===== src/rtl/sertx_pkg.sv =====
package sertx_pkg;

  localparam int DATA_W  = 8;
  localparam int FRAME_W = DATA_W + 4;
  localparam int CNT_W   = $clog2(FRAME_W + 1);

  typedef struct packed {
    logic eightBits;
    logic parityEn;
    logic parityOdd;
    logic twoStop;
  } frameCfg_t;

  // strobes from control to datapath
  typedef struct packed {
    logic load;   // pop head character and place a new frame on the line
    logic shift;  // advance one bit
    logic idle;   // frame finished, rest the line high
  } txStrobe_t;

  function automatic logic [CNT_W-1:0] frameLen(input frameCfg_t c);
    logic [CNT_W-1:0] n;
    n = CNT_W'(1);
    n = n + (c.eightBits ? CNT_W'(DATA_W) : CNT_W'(DATA_W - 1));
    n = n + CNT_W'(c.parityEn);
    n = n + (c.twoStop ? CNT_W'(2) : CNT_W'(1));
    return n;
  endfunction

  // bit 0 goes out first; unused upper positions stay high
  function automatic logic [FRAME_W-1:0] buildFrame(input logic [DATA_W-1:0] d,
                                                    input frameCfg_t c);
    logic [FRAME_W-1:0] f;
    logic [CNT_W-1:0]   pos;
    logic [DATA_W-1:0]  used;
    logic               par;
    f    = '1;
    f[0] = 1'b0;
    pos  = CNT_W'(1);
    used = d;
    if (!c.eightBits) used[DATA_W-1] = 1'b0;
    par = (^used) ^ c.parityOdd;
    for (int i = 0; i < DATA_W; i++) begin
      if (i < DATA_W - 1 || c.eightBits) begin
        f[pos] = d[i];
        pos    = pos + CNT_W'(1);
      end
    end
    if (c.parityEn) f[pos] = par;
    return f;
  endfunction

endpackage


===== src/rtl/sertx_datapath.sv =====
module sertx_datapath
  import sertx_pkg::*;
#(
  parameter int DEPTH = 16,
  localparam int PW = $clog2(DEPTH),
  localparam int LW = $clog2(DEPTH + 1)
) (
  input  logic              clk,
  input  logic              rstN,
  input  logic              freeze,
  input  logic              wrEn,
  input  logic [DATA_W-1:0] wrData,
  input  frameCfg_t         cfg,
  input  txStrobe_t         strb,
  output logic              txd,
  output logic [LW-1:0]     level,
  output logic              full,
  output logic              empty
);

  logic [DATA_W-1:0]  mem [DEPTH];
  logic [PW-1:0]      wrPtr, rdPtr;
  logic [LW-1:0]      count;
  logic [FRAME_W-1:0] shreg;
  logic               doPush, doPop;

  assign full   = (count == LW'(DEPTH));
  assign empty  = (count == '0);
  assign doPush = !freeze && wrEn && !full;
  assign doPop  = strb.load;
  assign level  = count;
  assign txd    = shreg[0];

  function automatic logic [PW-1:0] nextPtr(input logic [PW-1:0] p);
    return (p == PW'(DEPTH - 1)) ? '0 : p + PW'(1);
  endfunction

  always_ff @(posedge clk) begin
    if (doPush) mem[wrPtr] <= wrData;
  end

  always_ff @(posedge clk or negedge rstN) begin
    if (!rstN) begin
      wrPtr <= '0;
      rdPtr <= '0;
      count <= '0;
    end else begin
      if (doPush) wrPtr <= nextPtr(wrPtr);
      if (doPop)  rdPtr <= nextPtr(rdPtr);
      case ({doPush, doPop})
        2'b10:   count <= count + LW'(1);
        2'b01:   count <= count - LW'(1);
        default: count <= count;
      endcase
    end
  end

  always_ff @(posedge clk or negedge rstN) begin
    if (!rstN) begin
      shreg <= '1;
    end else if (strb.load) begin
      shreg <= buildFrame(mem[rdPtr], cfg);
    end else if (strb.shift) begin
      shreg <= {1'b1, shreg[FRAME_W-1:1]};
    end else if (strb.idle) begin
      shreg <= '1;
    end
  end

  a_r5_level_bound: assert property (@(posedge clk) disable iff (!rstN)
    count <= LW'(DEPTH));
  a_r5_no_underflow: assert property (@(posedge clk) disable iff (!rstN)
    strb.load |-> count != '0);
  a_r6_full_drop: assert property (@(posedge clk) disable iff (!rstN)
    (full && wrEn) |=> count <= $past(count));
  a_r11_frozen: assert property (@(posedge clk) disable iff (!rstN)
    freeze |=> ($stable(count) && $stable(shreg)));
  a_r12_push_pop: assert property (@(posedge clk) disable iff (!rstN)
    (doPush && doPop) |=> count == $past(count));
  a_r2_start_low: assert property (@(posedge clk) disable iff (!rstN)
    strb.load |=> txd == 1'b0);
  a_r4_rest_high: assert property (@(posedge clk) disable iff (!rstN)
    strb.idle |=> txd == 1'b1);

endmodule


===== src/rtl/sertx_ctrl.sv =====
module sertx_ctrl
  import sertx_pkg::*;
(
  input  logic      clk,
  input  logic      rstN,
  input  logic      freeze,
  input  logic      intTick,
  input  logic      extSck,
  input  logic      extSel,
  input  logic      ctsN,
  input  logic      fifoEmpty,
  input  frameCfg_t cfg,
  output txStrobe_t strb
);

  logic             extMeta, extSync, extPrev;
  logic             ctsMeta, ctsSyncN;
  logic             extRise, bitTick, canStart, lastBit;
  logic             active;
  logic [CNT_W-1:0] bitCnt, lenLat;

  // pin synchronizers run even while frozen
  always_ff @(posedge clk or negedge rstN) begin
    if (!rstN) begin
      extMeta  <= 1'b0;
      extSync  <= 1'b0;
      extPrev  <= 1'b0;
      ctsMeta  <= 1'b1;
      ctsSyncN <= 1'b1;
    end else begin
      extMeta  <= extSck;
      extSync  <= extMeta;
      extPrev  <= extSync;
      ctsMeta  <= ctsN;
      ctsSyncN <= ctsMeta;
    end
  end

  assign extRise  = extSync && !extPrev;
  assign bitTick  = !freeze && (extSel ? extRise : intTick);
  assign canStart = !fifoEmpty && !ctsSyncN;
  assign lastBit  = (bitCnt == lenLat - CNT_W'(1));

  always_comb begin
    strb = '0;
    if (bitTick) begin
      if (!active || lastBit) begin
        if (canStart)    strb.load = 1'b1;
        else if (active) strb.idle = 1'b1;
      end else begin
        strb.shift = 1'b1;
      end
    end
  end

  always_ff @(posedge clk or negedge rstN) begin
    if (!rstN) begin
      active <= 1'b0;
      bitCnt <= '0;
      lenLat <= CNT_W'(1);
    end else if (strb.load) begin
      active <= 1'b1;
      bitCnt <= '0;
      lenLat <= frameLen(cfg);
    end else if (strb.idle) begin
      active <= 1'b0;
    end else if (strb.shift) begin
      bitCnt <= bitCnt + CNT_W'(1);
    end
  end

  a_r4_count_bound: assert property (@(posedge clk) disable iff (!rstN)
    active |-> bitCnt < lenLat);
  a_r13_format_held: assert property (@(posedge clk) disable iff (!rstN)
    (active && !strb.load) |=> $stable(lenLat));
  a_r11_no_strobe: assert property (@(posedge clk) disable iff (!rstN)
    freeze |=> ($stable(bitCnt) && $stable(active)));
  a_r2_single_action: assert property (@(posedge clk) disable iff (!rstN)
    $onehot0(strb));

endmodule


===== src/rtl/async_tx_fifo.sv =====
module async_tx_fifo
  import sertx_pkg::*;
#(
  parameter int DEPTH = 16,
  localparam int LW = $clog2(DEPTH + 1)
) (
  input  logic              clk,
  input  logic              rstN,
  input  logic              clkStop,
  input  logic              wrEn,
  input  logic [DATA_W-1:0] wrData,
  input  logic              dataBits8,
  input  logic              parityEn,
  input  logic              parityOdd,
  input  logic              twoStop,
  input  logic              extSel,
  input  logic              intTick,
  input  logic              extSck,
  input  logic              ctsN,
  output logic              txd,
  output logic [LW-1:0]     fifoLevel,
  output logic              fifoFull,
  output logic              txEmptyReq
);

  frameCfg_t cfg;
  txStrobe_t strb;
  logic      fifoEmpty;

  assign cfg = '{eightBits: dataBits8, parityEn: parityEn,
                 parityOdd: parityOdd, twoStop: twoStop};
  assign txEmptyReq = fifoEmpty;

  sertx_ctrl uCtrl (
    .clk      (clk),
    .rstN     (rstN),
    .freeze   (clkStop),
    .intTick  (intTick),
    .extSck   (extSck),
    .extSel   (extSel),
    .ctsN     (ctsN),
    .fifoEmpty(fifoEmpty),
    .cfg      (cfg),
    .strb     (strb)
  );

  sertx_datapath #(.DEPTH(DEPTH)) uData (
    .clk   (clk),
    .rstN  (rstN),
    .freeze(clkStop),
    .wrEn  (wrEn),
    .wrData(wrData),
    .cfg   (cfg),
    .strb  (strb),
    .txd   (txd),
    .level (fifoLevel),
    .full  (fifoFull),
    .empty (fifoEmpty)
  );

endmodule


===== config.mk =====
export PLATFORM = sky130hd
export DESIGN_NAME = async_tx_fifo
export DESIGN_NICKNAME = d
export VERILOG_FILES = /design/src/rtl/sertx_pkg.sv /design/src/rtl/sertx_datapath.sv /design/src/rtl/sertx_ctrl.sv /design/src/rtl/async_tx_fifo.sv
export SDC_FILE = /design/constraint.sdc
export NUM_CORES = 1
export LEC_CHECK = 0
export ABC_AREA = 0
export CORE_MARGIN = 4
export CORE_UTILIZATION = 63
export CTS_CLUSTER_DIAMETER = 100
export CTS_CLUSTER_SIZE = 40
export DETAILED_ROUTE_END_ITERATION = 10
export DONT_BUFFER_PORTS = 1
export PLACE_DENSITY = 0.79
export SETUP_SLACK_MARGIN = 0.2
export SLEW_MARGIN = 5
export SYNTH_ARGS = -nofsm -noshare
export SYNTH_HDL_FRONTEND = slang
export SYNTH_SLANG_ARGS = --single-unit

===== constraint.sdc =====
create_clock -name clk -period 4.7 [get_ports clk]
set_clock_uncertainty 0.1 [all_clocks]
set_input_delay 0.47 -clock clk [delete_from_list [all_inputs] [get_ports clk]]
set_output_delay 0.47 -clock clk [all_outputs]
set_load 0.1 [all_outputs]

==> results of run 1 <==
## worst paths after layout
check,start,end,slack (ns),depth (start not counted)
min reg2reg,uCtrl.extMeta$_DFF_PN0_,uCtrl.extSync$_DFF_PN0_,0.25,0
min in group asynchronous,rstN,uCtrl.lenLat[2]$_DFFE_PN0P_,0.30,2
min,parityEn,uData.shreg[8]$_DFFE_PN1P_,0.08,2
max in group asynchronous,rstN,uCtrl.ctsSyncN$_DFF_PN1_,3.95,2
max reg2reg,uCtrl.lenLat[0]$_DFFE_PN1P_,uData.level[4]$_DFFE_PN0P_,0.79,15
max,uCtrl.lenLat[0]$_DFFE_PN1P_,uData.level[4]$_DFFE_PN0P_,0.79,15
## through the flow
stage | setup slack (ns) | hold slack (ns)
2_1_floorplan | 0.9144 | 0.07441
6_report | 0.7889 | 0.07973
5_1_grt | 0.5423 | 0.08159
3_5_place_dp | 0.9582 | 0.07592
3_3_place_gp | 1.139 | 0.07566
4_1_cts | 0.7748 | 0.06404
## where the power goes
| group | total (uW) | internal (uW) | leakage, uW | switching (uW) |
|---|---|---|---|---|
| logic | 1370 | 618 | 0.000927 | 750 |
| clock network | 1430 | 869 | 0.000298 | 559 |
| registers | 1990 | 1770 | 0.00158 | 225 |
| total | 4790 | 3250 | 0.00281 | 1530 |
## per-layer routing
metal / part of all wire / vias to the layer above
met4: 0.015 / 0
li1: - / 1663
met1: 0.41 / 1946
met2: 0.51 / 123
met3: 0.065 / 22
met5: 0 / -
## logic make-up (layout without fill, tap and decap cells)
logic type | after synthesis | count (layout)
fa+ha+maj | 15 | 15
flops | 165 | 165
compound gates | 53 | 53
xor+xnor | 23 | 23
buf+inv | 33 | 71
simple gates | 95 | 95
mux | 37 | 37
## synth_stat cells, drive strengths merged (11+ instances only)
cell and count:
edfxtp 128, dfrtp 24, nand3 14, mux4 36, nand2 32, dfstp 13
ha 15, xnor2 12, o21ai 23, inv 16, clkbuf 11, and2 18
## state kept, by name, indices dropped and copies added (netlist names), 4 cells and up
signal	count
uData.mem	128
uData.shreg	10
uData.level	5
uCtrl.bitCnt	4
uCtrl.lenLat	4
uData.rdPtr	4
uData.wrPtr	4
## critical path, cell delays in order, from the launching register on
cell and delay [ns]:
dfstp_2 0.56, inv_1 0.06, ha_1 0.30, xor2_1 0.14, nand3_1 0.11, or2_2 0.30
a21o_1 0.37, inv_1 0.44, ha_1 0.39, xor2_1 0.22, ha_1 0.23, a21oi_1 0.09
o21ai_0 0.18, a22oi_1 0.09, nor2_1 0.14, xnor2_1 0.12
## final cells by class
class | instances | area (um^2) | share of cell area
clock buffers | 18 | 417.9 | 0.05271
clock inverters | 14 | 197.7 | 0.02493
inverters | 16 | 60.06 | 0.007575
multi-input cells | 223 | 2073 | 0.2615
flip-flops and latches | 165 | 4787 | 0.6038
well taps | 140 | 175.2 | 0.02209
repair buffers | 23 | 217.7 | 0.02746
## timing repair
action | in CTS | in global routing
hold endpoints to repair | 168 | 0
hold buffers | 14 | 0
gates resized for setup | 0 | 0
endpoints found under the setup margin | 0 | 0
==> results.md, run 1 <==
- Global routing's busiest layer: met2
- HP Class: input pin to register
- Vias post-DR: approximately 3800
- Clk_lat worst skew: approximately 0.53 ns
- Power Dens Cells: 603.8 mW/mm^2
- Fin cells: roughly 600
- Num CTS Buffers: 17
- Setup_tns: 0 ns
- Vias per Instance: 6.267
- Postcts setup bufs: 0
- Global-route wire length before repair: around 22 mm
- Port bufs: 0
- Worst EP required: 5.06 ns
- Syn nets: between 400 and 500
- Avg Cell Area, Syn: 16.68 um^2
- Maximum VDD drop: approximately 0.47 mV
- Design area: just under 0.008 mm^2
- Crit Path Category: register to register
- RSZ-0062 raised after global routing: false
- Die Width: about 110 um
- Post-synthesis adder-cell area fraction: 0.02673
- Ys async rst share: 0.2242
- Max-Cap Viols: 0
- Commonest register cell after synthesis: edfxtp_1
- Post-route DRC violation count: 0
- Initial antenna violation count: 0
- Most frequent cells in the layout: 128 x edfxtp_1, 32 x nand2_1, 32 x mux4_2
- Final Setup Violations: 0
- Synth unique cells: 47
- Final RePlAce weighted congestion: ~0.77
- Placed insts: roughly 550
- Crit path time final: between 3 and 4 ns
- Period utilization: 0.8321
- Post-DP Area: 0.007163 mm^2
- Final net count: around 480
- Synth Register Bits: roughly 170
- Antenna viol nets, final: 0
- Total Power: 4788 uW
- Vias in the first global route: around 3800
- Row count: 38
- Slew Viols, Final: 0
- Xor and xnor area share after synthesis: 0.03475
- Worst Path Max Fanout: 16
- Synth-to-Final Area Change: 12.94%
- Compound-Gate Fraction of Synth Area: 0.04527
- Clock Tree Buf Depth: 2
- I/O Pins: 28
- Crit path arrival time: 4.27 ns
- Die height: between 100 and 150 um
- Mux share of post-synthesis cell area: 0.1192
- CTS clk-pin slew, worst paths: approximately 0.070 ns
- Cells after Synth: 421
- Status: completed
- Post-synth EDFFs: 128
- Max_slew headroom: 0.2797
- ANT cells: 0
- Largest net degree at the start of global routing: 38
- DRT Pass-1 Iters: 5
- Routing usage on met2: 0.3738
- Final core utilization: 0.7282
- Die ar.: roughly 0.013 mm^2
- Core Box Area: around 0.011 mm^2
- DRT Wirelength: 13.71 mm
- Largest family of logic cells by synthesized area: multiplexers
- Root buf cell: clkbuf_8
- H-Tree Depth: 4
- Grt met3 use: 0.05836
- Placed wire-length estimate: 8.639 mm
- CP Capture Type: register
- Ranking of synthesized cells by area: edfxtp_1 55%, mux4_2 10%, dfrtp_1 8.6%
- DR iter-0 viols: approximately 370
- Number of fill cells in the layout: around 650
- M1 GR Usage: 0.3252
- Gr ovfl total: 0
- CTS sink count: approximately 170
- Netlist Area Pre-Place: 0.007020 mm^2
- Synth Area in Simple Gates: 0.06933
- TritonCTS clock tree: built
- Pleak: around 0.0028 uW
- Commonest non-fill, non-tap cell in the layout: edfxtp_1
- Wire per inst: approximately 23 um
- Yosys top cell by area: edfxtp_1
- Max frequency: 0.2557 GHz
- Worst-Margin Slew: roughly 1.1 ns
- Hold Fails Final Rpt: 0
- All-layer global routing usage: 0.2334
- Initial Util: 0.6448
- Critical Path Start Type: register
- Syn. warnings: 0
- Layout cells sized above 1: 0.2004
- Seq/Total Area, Yosys: 0.6817
- Area share of the leading cell type in the synthesized netlist: 0.5475
Power figures use the tool's default switching activity.
==> run 2, diff against run 1 <==
--- a/config.mk
+++ b/config.mk
@@ -7,12 +7,12 @@
 export LEC_CHECK = 0
 export ABC_AREA = 0
 export CORE_MARGIN = 4
-export CORE_UTILIZATION = 63
+export CORE_UTILIZATION = 57
 export CTS_CLUSTER_DIAMETER = 100
 export CTS_CLUSTER_SIZE = 40
 export DETAILED_ROUTE_END_ITERATION = 10
 export DONT_BUFFER_PORTS = 1
-export PLACE_DENSITY = 0.79
+export PLACE_DENSITY = 0.75
 export SETUP_SLACK_MARGIN = 0.2
 export SLEW_MARGIN = 5
 export SYNTH_ARGS = -nofsm -noshare
==> constraint.sdc (replaced) <==
create_clock -name clk -period 3.3 [get_ports clk]
set_clock_uncertainty 0.1 [all_clocks]
set_input_delay 0.33 -clock clk [delete_from_list [all_inputs] [get_ports clk]]
set_output_delay 0.33 -clock clk [all_outputs]
set_load 0.1 [all_outputs]
==> results.md, run 2 (synthesis results as in run 1) <==
- H-Tree Depth: 4 (unchanged)
- Worst hold slack: 0.07161 ns (was 0.07973 ns)
- Commonest non-fill, non-tap cell in the layout: edfxtp_1 (unchanged)
- CTS clk-pin slew, worst paths: 0.06 ns (was 0.07 ns)
- Vias per Instance: 6.109 (was 6.267)
- Die ar.: 0.01416 mm^2 (was 0.01290 mm^2)
- Largest Register: uData.mem (unchanged)
- Period utilization: 0.9118 (was 0.8321)
- CP max stage cell: dfstp_2 (unchanged)
- Most frequent cells in the layout: 128 x edfxtp_1, 32 x nand2_1, 32 x mux4_2 (unchanged)
- Synth-to-Final Area Change: 14.17% (was 12.94%)
- Row count: 40 (was 38)
- Number of fill cells in the layout: 772 (was 645)
- Die height: 119.0 um (was 113.6 um)
- Worst path top cell family by delay: adder cells (unchanged)
- Crit path time final: 3.009 ns (was 3.911 ns)
- Max_slew headroom: 0.4544 (was 0.2797)
- Footprint of the multi-input gates: 0.002106 mm^2 (was 0.002073 mm^2)
- Worst EP required: 3.54 ns (was 5.06 ns)
- Num CTS Buffers: 17 (unchanged)
- Final Setup Violations: 0 (unchanged)
- Layout cells sized above 1: 0.2350 (was 0.2004)
- Register area: 0.004796 mm^2 (was 0.004787 mm^2)
- Root buf cell: clkbuf_16 (was clkbuf_8)
- CTS sink count: 165 (unchanged)
- All-layer global routing usage: 0.2030 (was 0.2334)
- Place WS: 0.2997 ns (was 0.9582 ns)
- Initial Util: 0.5845 (was 0.6448)
- Core Box Area: 0.01201 mm^2 (was 0.01089 mm^2)
- Largest register FFs: 128 (unchanged)
- Worst Path Max Fanout: 7 (was 16)
- HP Class: input pin to register (unchanged)
- I/O Pins: 28 (unchanged)
- Status: completed (unchanged)
- Clk_lat worst skew: 0.42 ns (was 0.53 ns)
- Wire per inst: 21.98 um (was 22.89 um)
- Global-route wire length before repair: 21.67 mm (was 21.94 mm)
- Initial antenna violation count: 1 (was 0)
- Worst-path cell chain: inv_1, ha_1, xor2_1, nand3_1, or2_4, a21o_1, inv_2, ha_4, xor2_1, ha_2, a21oi_1, o21ai_1, a22oi_1, nor2_1, xnor2_1 (was inv_1, ha_1, xor2_1, nand3_1, or2_2, a21o_1, inv_1, ha_1, xor2_1, ha_1, a21oi_1, o21ai_0, a22oi_1, nor2_1, xnor2_1)
- CP max stage delay: 0.56 ns (about the same)
- Final RePlAce weighted congestion: 0.8205 (was 0.7657)
- Slew Viols, Final: 0 (unchanged)
- Antenna viol nets, final: 0 (unchanged)
- Post-route DRC violation count: 0 (unchanged)
- Max-Cap Viols: 0 (unchanged)
- Placed wire-length estimate: 8.882 mm (was 8.639 mm)
- Maximum VDD drop: 0.4114 mV (was 0.4680 mV)
- TritonCTS clock tree: built (unchanged)
- Final worst setup slack: 0.2910 ns (was 0.7889 ns)
- Clock Tree Buf Depth: 2 (unchanged)
- Cts repair resizes: 0 (unchanged)
- DR iter-0 viols: 373 (was 367)
- RSZ-0062 raised after global routing: true (was false)
- Max frequency: 0.3323 GHz (was 0.2557 GHz)
- DRT Wirelength: 13.54 mm (was 13.71 mm)
- Total Power: 6690 uW (was 4788 uW)
- Power Dens Cells: 834.7 mW/mm^2 (was 603.8 mW/mm^2)
- Crit path arrival time: 3.25 ns (was 4.27 ns)
- Final net count: 490 (was 481)
- CP Capture Type: register (unchanged)
- Crit path top cell by count: xor2_1 (was ha_1)
- Pleak: 0.002825 uW (was 0.002808 uW)
- Largest net degree at the start of global routing: 38 (unchanged)
- Worst-Margin Slew: 0.8175 ns (was 1.073 ns)
- Vias in the first global route: 3835 (was 3849)
- Buffers & Inverters on Critical Path: 2 (unchanged)
- Critical Path Start Type: register (unchanged)
- Setup_tns: 0 ns (unchanged)
- Crit Path Category: register to register (unchanged)
- DRT Pass-1 Iters: 5 (unchanged)
- Port bufs: 0 (unchanged)
- Hold Fails Final Rpt: 0 (unchanged)
- Die Width: 119.0 um (was 113.6 um)
- Vias post-DR: 3763 (was 3754)
- Gr ovfl total: 0 (unchanged)
run 2: cell types whose count changed in the layout (fill, tap and decap cells not counted), sizes merged:
cell,change
bufinv,-3
buf,+9
diode,+1
clkinv,+1
clkinvlp,+2
run 2: area by class of cell:
| class | instances | area share |
|---|---|---|
| Sequential cell | 165 | 0.5983 |
| Multi-Input combinational cell | 223 | 0.2627 |
| Clock buffer | 18 | 0.05354 |
| Timing Repair Buffer | 32 | 0.03871 |
| Tap cell | 147 | 0.02295 |
| Clock inverter | 14 | 0.01592 |
| Inverter | 16 | 0.007493 |
| Antenna cell | 1 | 0.0003122 |
run 2: worst reg2reg max path, cell delays in order (launching register included):
cell     delay (ns)
dfstp_2        0.56
inv_1          0.06
ha_1           0.28
xor2_1         0.16
nand3_1        0.12
or2_4          0.24
a21o_1         0.18
inv_2          0.09
ha_4           0.18
xor2_1         0.17
ha_2           0.22
a21oi_1        0.07
o21ai_1        0.15
a22oi_1        0.08
nor2_1         0.14
xnor2_1        0.12
run 2: repair_timing:
item | CTS | global route
hold buffers | 14 | 0
setup buffers | 0 | 4
endpoints found under the hold margin | 168 | 0
endpoints found under the setup margin | 0 | 2
run 2: path summary, 6_finish.rpt:
path                       cells after the start  slack (ns)                         end                        start
setup reg to reg                              15        0.29  uData.level[4]$_DFFE_PN0P_  uCtrl.lenLat[0]$_DFFE_PN1P_
setup / recovery                              15        0.29  uData.level[4]$_DFFE_PN0P_  uCtrl.lenLat[0]$_DFFE_PN1P_
hold / removal                                 2        0.07  uData.shreg[8]$_DFFE_PN1P_                     parityEn
hold reg to reg                                0        0.26    uCtrl.ctsSyncN$_DFF_PN1_      uCtrl.ctsMeta$_DFF_PN1_
min in group asynchronous                      2        0.27  uData.level[3]$_DFFE_PN0P_                         rstN
max in group asynchronous                      2        2.56  uData.shreg[7]$_DFFE_PN1P_                         rstN
run 2: power by group:
part           internal, uW  switching, uW
Combinational           944           1090
Clock                  1040            796
Sequential             2530            290
Total                  4520           2170
run 2: metrics by stage:
stage                     instance area (um^2)  std cells    util
final                                     8015        616  0.6673
after global routing                      8015        616  0.6673
after CTS                                 7983        611  0.6646
after detailed placement                  7276        565  0.6057
after global placement                    7276        565  0.6057
after floorplan                           7092        421       -
run 2: layer usage:
layer / vias up / global-route usage / part of all wire
li1: 1688 / - / -
met1: 1933 / 0.2722 / 0.42
met2: 123 / 0.3306 / 0.52
met3: 19 / 0.04321 / 0.047
met4: 0 / 0.07458 / 0.017
met5: - / 0 / 0
